**config.mk**
```make
export PLATFORM = sky130hd
export DESIGN_NAME = rx_wake_ctrl
export DESIGN_NICKNAME = d
export VERILOG_FILES = /design/src/rtl/rx_wake_pkg.sv /design/src/rtl/rx_wake_idle.sv /design/src/rtl/rx_wake_regs.sv /design/src/rtl/rx_wake_deliver.sv /design/src/rtl/rx_wake_ctrl.sv
export SDC_FILE = /design/constraint.sdc
export NUM_CORES = 1
export LEC_CHECK = 0
export BUFFER_PORTS_ARGS = -buffer_cell sky130_fd_sc_hd__buf_2
export CORE_MARGIN = 8
export CORE_UTILIZATION = 45
export DETAILED_ROUTE_END_ITERATION = 8
export GPL_TIMING_DRIVEN = 0
export PLACE_DENSITY_LB_ADDON = 0.25
export RECOVER_POWER = 25
export REMOVE_ABC_BUFFERS = 1
export SKIP_CTS_REPAIR_TIMING = 1
export SLEW_MARGIN = 20
export SYNTH_ARGS = -nofsm -noshare
export SYNTH_HDL_FRONTEND = slang
export SYNTH_SLANG_ARGS = --single-unit
```
**constraint.sdc**
```tcl
create_clock -name clk_i -period 1.7 [get_ports clk_i]
set_input_delay 0.34 -clock clk_i [delete_from_list [all_inputs] [get_ports clk_i]]
set_output_delay 0.34 -clock clk_i [all_outputs]
set_load 0.02 [all_outputs]
```
**src/rtl/rx_wake_pkg.sv**
```systemverilog
package rx_wake_pkg;
  typedef enum logic {
    WAKE_IDLE = 1'b0,
    WAKE_ADDR = 1'b1
  } wake_mode_e;
endpackage

```
**src/rtl/rx_wake_idle.sv**
```systemverilog
module rx_wake_idle #(
  parameter int unsigned IDLE_TICKS = 40
) (
  input  logic clk_i,
  input  logic rst_ni,
  input  logic en_i,
  input  logic restart_i,
  input  logic tick_i,
  input  logic line_i,
  output logic idle_hit_o
);
  localparam int unsigned CW = $clog2(IDLE_TICKS + 1);
  localparam logic [CW-1:0] LAST = CW'(IDLE_TICKS - 1);
  localparam logic [CW-1:0] FULL = CW'(IDLE_TICKS);

  logic [CW-1:0] cnt_q;

  assign idle_hit_o = en_i & ~restart_i & tick_i & line_i & (cnt_q == LAST);

  always_ff @(posedge clk_i or negedge rst_ni) begin
    if (!rst_ni) begin
      cnt_q <= '0;
    end else if (!en_i || restart_i) begin
      cnt_q <= '0;
    end else if (tick_i) begin
      if (!line_i)            cnt_q <= '0;
      else if (cnt_q != FULL) cnt_q <= cnt_q + 1'b1;  // saturate: one hit per idle run
    end
  end

  AST_IDLE_HIT_ONCE: assert property (@(posedge clk_i) disable iff (!rst_ni)
    idle_hit_o |=> !idle_hit_o);
endmodule

```
**src/rtl/rx_wake_regs.sv**
```systemverilog
module rx_wake_regs (
  input  logic clk_i,
  input  logic rst_ni,
  input  logic glb_en_i,
  input  logic rx_en_wr_i,
  input  logic rx_en_wdata_i,
  input  logic sby_wr_i,
  input  logic sby_wdata_i,
  input  logic wake_i,
  output logic rx_en_o,
  output logic standby_o,
  output logic sby_set_o
);
  assign sby_set_o = sby_wr_i & sby_wdata_i;

  always_ff @(posedge clk_i or negedge rst_ni) begin
    if (!rst_ni)                     rx_en_o <= 1'b0;
    else if (rx_en_wr_i && glb_en_i) rx_en_o <= rx_en_wdata_i;
  end

  // software write outranks hardware clear
  always_ff @(posedge clk_i or negedge rst_ni) begin
    if (!rst_ni)       standby_o <= 1'b0;
    else if (sby_wr_i) standby_o <= sby_wdata_i;
    else if (wake_i)   standby_o <= 1'b0;
  end

  AST_RXEN_LOCKED: assert property (@(posedge clk_i) disable iff (!rst_ni)
    !glb_en_i |=> $stable(rx_en_o));
  AST_SW_PRIORITY: assert property (@(posedge clk_i) disable iff (!rst_ni)
    (sby_wr_i && sby_wdata_i) |=> standby_o);
endmodule

```
**src/rtl/rx_wake_deliver.sv**
```systemverilog
module rx_wake_deliver #(
  parameter int unsigned DATA_W = 8
) (
  input  logic              clk_i,
  input  logic              rst_ni,
  input  logic              accept_i,
  input  logic [DATA_W-1:0] data_i,
  input  logic              full_clr_i,
  output logic              valid_o,
  output logic [DATA_W-1:0] data_o,
  output logic              full_o
);
  always_ff @(posedge clk_i or negedge rst_ni) begin
    if (!rst_ni) begin
      valid_o <= 1'b0;
      data_o  <= '0;
    end else begin
      valid_o <= accept_i;
      if (accept_i) data_o <= data_i;
    end
  end

  always_ff @(posedge clk_i or negedge rst_ni) begin
    if (!rst_ni)         full_o <= 1'b0;
    else if (accept_i)   full_o <= 1'b1;
    else if (full_clr_i) full_o <= 1'b0;
  end

  AST_FULL_HOLD: assert property (@(posedge clk_i) disable iff (!rst_ni)
    (!accept_i && !full_clr_i) |=> $stable(full_o));
  AST_VALID_FULL: assert property (@(posedge clk_i) disable iff (!rst_ni)
    valid_o |-> full_o);
endmodule

```
**src/rtl/rx_wake_ctrl.sv**
```systemverilog
module rx_wake_ctrl
  import rx_wake_pkg::*;
#(
  parameter int unsigned DATA_W          = 8,
  parameter int unsigned N_IRQ           = 3,
  parameter int unsigned CHAR_BITS       = 10,
  parameter int unsigned SAMPLES_PER_BIT = 4
) (
  input  logic              clk_i,
  input  logic              rst_ni,
  input  logic              glb_en_i,
  input  logic              rx_en_wr_i,
  input  logic              rx_en_wdata_i,
  input  logic              sby_wr_i,
  input  logic              sby_wdata_i,
  input  logic              wake_sel_i,
  input  logic              baud_tick_i,
  input  logic              rxd_i,
  input  logic              frame_done_i,
  input  logic [DATA_W-1:0] frame_data_i,
  input  logic              rx_full_clr_i,
  input  logic [N_IRQ-1:0]  irq_req_i,
  output logic              rx_en_o,
  output logic              standby_o,
  output logic              irq_mask_o,
  output logic              irq_o,
  output logic              rx_valid_o,
  output logic [DATA_W-1:0] rx_data_o,
  output logic              rx_full_o
);
  localparam int unsigned IDLE_TICKS = CHAR_BITS * SAMPLES_PER_BIT;

  wake_mode_e mode;
  logic idle_hit, sby_set, mark, wake, accept;

  assign mode = wake_mode_e'(wake_sel_i);
  assign mark = frame_done_i & frame_data_i[DATA_W-1];

  always_comb begin
    wake = 1'b0;
    if (standby_o && rx_en_o) begin
      case (mode)
        WAKE_IDLE: wake = idle_hit;
        WAKE_ADDR: wake = mark;
        default:   wake = 1'b0;
      endcase
    end
  end

  // address mark character is delivered even though it arrives in standby
  assign accept = frame_done_i & rx_en_o &
                  (~standby_o | ((mode == WAKE_ADDR) & mark));

  rx_wake_regs u_regs (
    .clk_i, .rst_ni, .glb_en_i, .rx_en_wr_i, .rx_en_wdata_i,
    .sby_wr_i, .sby_wdata_i,
    .wake_i    (wake),
    .rx_en_o,
    .standby_o,
    .sby_set_o (sby_set)
  );

  rx_wake_idle #(.IDLE_TICKS(IDLE_TICKS)) u_idle (
    .clk_i, .rst_ni,
    .en_i       (rx_en_o),
    .restart_i  (sby_set),
    .tick_i     (baud_tick_i),
    .line_i     (rxd_i),
    .idle_hit_o (idle_hit)
  );

  rx_wake_deliver #(.DATA_W(DATA_W)) u_deliver (
    .clk_i, .rst_ni,
    .accept_i   (accept),
    .data_i     (frame_data_i),
    .full_clr_i (rx_full_clr_i),
    .valid_o    (rx_valid_o),
    .data_o     (rx_data_o),
    .full_o     (rx_full_o)
  );

  assign irq_mask_o = standby_o;
  assign irq_o      = ~standby_o & ((|irq_req_i) | rx_full_o);

  AST_MASKED: assert property (@(posedge clk_i) disable iff (!rst_ni)
    standby_o |-> !irq_o);
  AST_ADDR_WAKE: assert property (@(posedge clk_i) disable iff (!rst_ni)
    (standby_o && rx_en_o && wake_sel_i && mark && !sby_wr_i)
    |=> (!standby_o && rx_valid_o));
  AST_IDLE_NO_ADDR_WAKE: assert property (@(posedge clk_i) disable iff (!rst_ni)
    (standby_o && wake_sel_i && !frame_done_i && !sby_wr_i) |=> standby_o);
endmodule

```
==> results.sh <==
export IMPL_status="finished, final reports clean"
export IMPL_drc_errors=0
export IMPL_dieArea_um2=3712
export IMPL_use_met2=0.2217
export IMPL_p_leak_nw=0.5483
export IMPL_start_util=0.4678
export IMPL_pwr_density_cell_nw_per_um2=977.6
export IMPL_path_class="reg2out"
export IMPL_hold_violations=0
export IMPL_max_slew_margin=0.3591
export IMPL_worstSetupEndpointType="primary output"
export IMPL_use_met1=0.1222
export IMPL_critPathLaunchType="register"
export IMPL_wl_mm=2.140
export IMPL_finClkSkew_ns=0.0003971
export IMPL_min_path_cells=2
export IMPL_place_inst=147
export IMPL_synthCells=86
export IMPL_yosys_warnings=0
export IMPL_grt_start_max_net_pins=19
export IMPL_peakVddDrop_mv=0.7627
export IMPL_gr_usage_all_layers=0.1164
export IMPL_via_per_inst=5.250
export IMPL_grt_pass1_wl_mm=3.346
export IMPL_yosysMostFrequentCell="dfrtp_1"
export IMPL_fin_nets=151
export IMPL_drtAntennaViolNets=0
export IMPL_fmax_mhz=708.0
export IMPL_post_route_period_util=0.8308
export IMPL_clk_insertion_delay_late_ns=0.29
export IMPL_rows=16
export IMPL_clock_path_buffers=2
export IMPL_synth_common_cells="dfrtp_1, nand2_1, mux2_2"
export IMPL_hp_class="in2reg"
export IMPL_drive_gt1_frac=0.3840
export IMPL_clockRootBuffer="clkbuf_4"
export IMPL_rrSetupSlack_ns=0.29
export IMPL_fillCellCount=186
export IMPL_antenna_found_initial=0
export IMPL_diodes=0
export IMPL_setup_viol=0
export IMPL_placed_cell_area_um2=1110
export IMPL_syn_area_um2=908.4
export IMPL_cp_max_fo=3
export IMPL_tns_ns=0
export IMPL_hold_start="frame_data_i[4]"
export IMPL_fp_dieH_um=60.93
export IMPL_synth_area_leaders="dfrtp_1, mux2_2, nand2_1"
export IMPL_ys_seq_area_frac=0.4959
export IMPL_io_pins=37
export IMPL_syn2layout_area_growth_pct=27.14
export IMPL_tightest_slew_ns=0.9613
export IMPL_dr_pass1_iters=2
export IMPL_yosys_register_bits=18
export IMPL_drtIter0Drc=24
export IMPL_wl_per_cell_um=14.08
export IMPL_worst_r2r_cell_count=3
export IMPL_grt_ovfl_total=0
export IMPL_gp_congestion=0.7575
export IMPL_die_w_um=60.93
export IMPL_arrival_ns=1.07
export IMPL_drv_slew=0
export IMPL_clock_sinks=18
export IMPL_vias=798
export IMPL_dpl_hpwl_mm=1.738
export IMPL_r2r_start="u_regs.rx_en_o$_DFFE_PN0P_"
export IMPL_final_area_um2=1155
export IMPL_core_area_um2=1942
export IMPL_crit_required_ns=1.36
export IMPL_fin_hold_ws_ns=0.2739
export IMPL_rsz0062_at_grt="false"
export IMPL_path_clk_slew_ns=0.10
export IMPL_cts_buffers=3
export IMPL_synth_ff_type="dfrtp_1"
export IMPL_grt_most_used_layer="met2"
export IMPL_use_met3=0.04449
export IMPL_htreeDepth=1
export IMPL_min_to="u_deliver.data_o[4]$_DFFE_PN0P_"
export IMPL_avgSynthCellArea_um2=10.56
export IMPL_period_needed_ns=1.412
export IMPL_numPortBuffers=36
export IMPL_synth_cell_types=32
export IMPL_synth_top_cell_area_share=0.4959
export IMPL_cts_tree="done"
export IMPL_r2r_end="u_deliver.data_o[5]$_DFFE_PN0P_"
export IMPL_instances_no_fill=152
export IMPL_drv_cap=0
export IMPL_ys_async_sr_fraction=1.000
export IMPL_synth_edf_count=0
export IMPL_grt_pass1_vias=817
export IMPL_synth_top_area_cell="dfrtp_1"
-- metrics by stage --
stage / utilization / setup slack (ns) / power [W]
4_1_cts: 0.5902 / 0.2644 / 0.001147
3_5_place_dp: 0.5715 / 0.2518 / 0.0008824
6_report: 0.5947 / 0.2876 / 0.001129
2_1_floorplan: - / 0.2757 / 0.0007383
3_3_place_gp: 0.5715 / 0.2792 / 0.0008659
5_1_grt: 0.5947 / 0.1486 / 0.001190
-- power breakdown --
part / internal [W] / switching, W / total, W
logic: 0.000136 / 0.000194 / 0.000330
registers: 0.000498 / 0.0000391 / 0.000537
clock network: 0.000130 / 0.000131 / 0.000262
total: 0.000765 / 0.000364 / 0.00113
-- layout by cell type, fill, tap and decap left out, types with 2 or more instances in the layout --
cell type and count:
clkbuf_4 3, nor2b_1 2, mux2i_1 2, nand3b_1 2, buf_2 35, o21ai_0 6
dfrtp_1 18, o31a_1 2, mux2_2 8, nand3_1 5, nand2_1 12, ha_1 2
inv_1 6
-- area by class of cell --
cell class	count	area, um2	area share
timing repair buffer	37	188.9	0.1636
tap	27	33.78	0.02925
sequential	18	450.4	0.3900
inverter	6	22.52	0.01950
clock buffer	4	36.28	0.03142
multi-input combinational	60	422.9	0.3662
-- metal layers --
| layer | up-vias | routed length (um) |
|---|---|---|
| met4 | 0 | 0 |
| met5 | - | 0 |
| met2 | 19 | 1128 |
| li1 | 392 | - |
| met1 | 387 | 884 |
| met3 | 0 | 127 |
-- critical path: stages (launching register included) --
cell and delay [ns]:
dfrtp_1 0.40, nor4_1 0.17, nor2_1 0.06, buf_2 0.16
-- sequential cells by signal, summed over array words and instances, names as in the netlist --
| name | cells |
|---|---|
| u_deliver.full_o | 1 |
| u_regs.rx_en_o | 1 |
| u_regs.standby_o | 1 |
| u_deliver.valid_o | 1 |
| u_deliver.data_o | 8 |
| u_idle.cnt_q | 6 |
-- worst max path at each step --
stage	start	to	depth (start not counted)
after floorplan	u_regs.standby_o$_DFFE_PN0P_	u_deliver.data_o[0]$_DFFE_PN0P_	2
after global placement	wake_sel_i	u_deliver.data_o[2]$_DFFE_PN0P_	4
after detailed placement	wake_sel_i	u_deliver.data_o[5]$_DFFE_PN0P_	4
after CTS	u_deliver.full_o$_DFFE_PN0P_	irq_o	3
after global routing	u_regs.rx_en_o$_DFFE_PN0P_	u_deliver.data_o[5]$_DFFE_PN0P_	3
final	u_deliver.full_o$_DFFE_PN0P_	irq_o	3
-- cells by family (layout without fill, tap and decap cells) --
logic type,after synthesis,in the layout,synth area share
and+or+nand+nor,30,30,0.1791
AOI/OAI and AO/OA,18,18,0.1378
DFF,18,18,0.4959
muxes,10,10,0.1212
buffers and inverters,8,47,0.03856
adders and majority gates,2,2,0.02754
(Power assumes the default switching activity.)
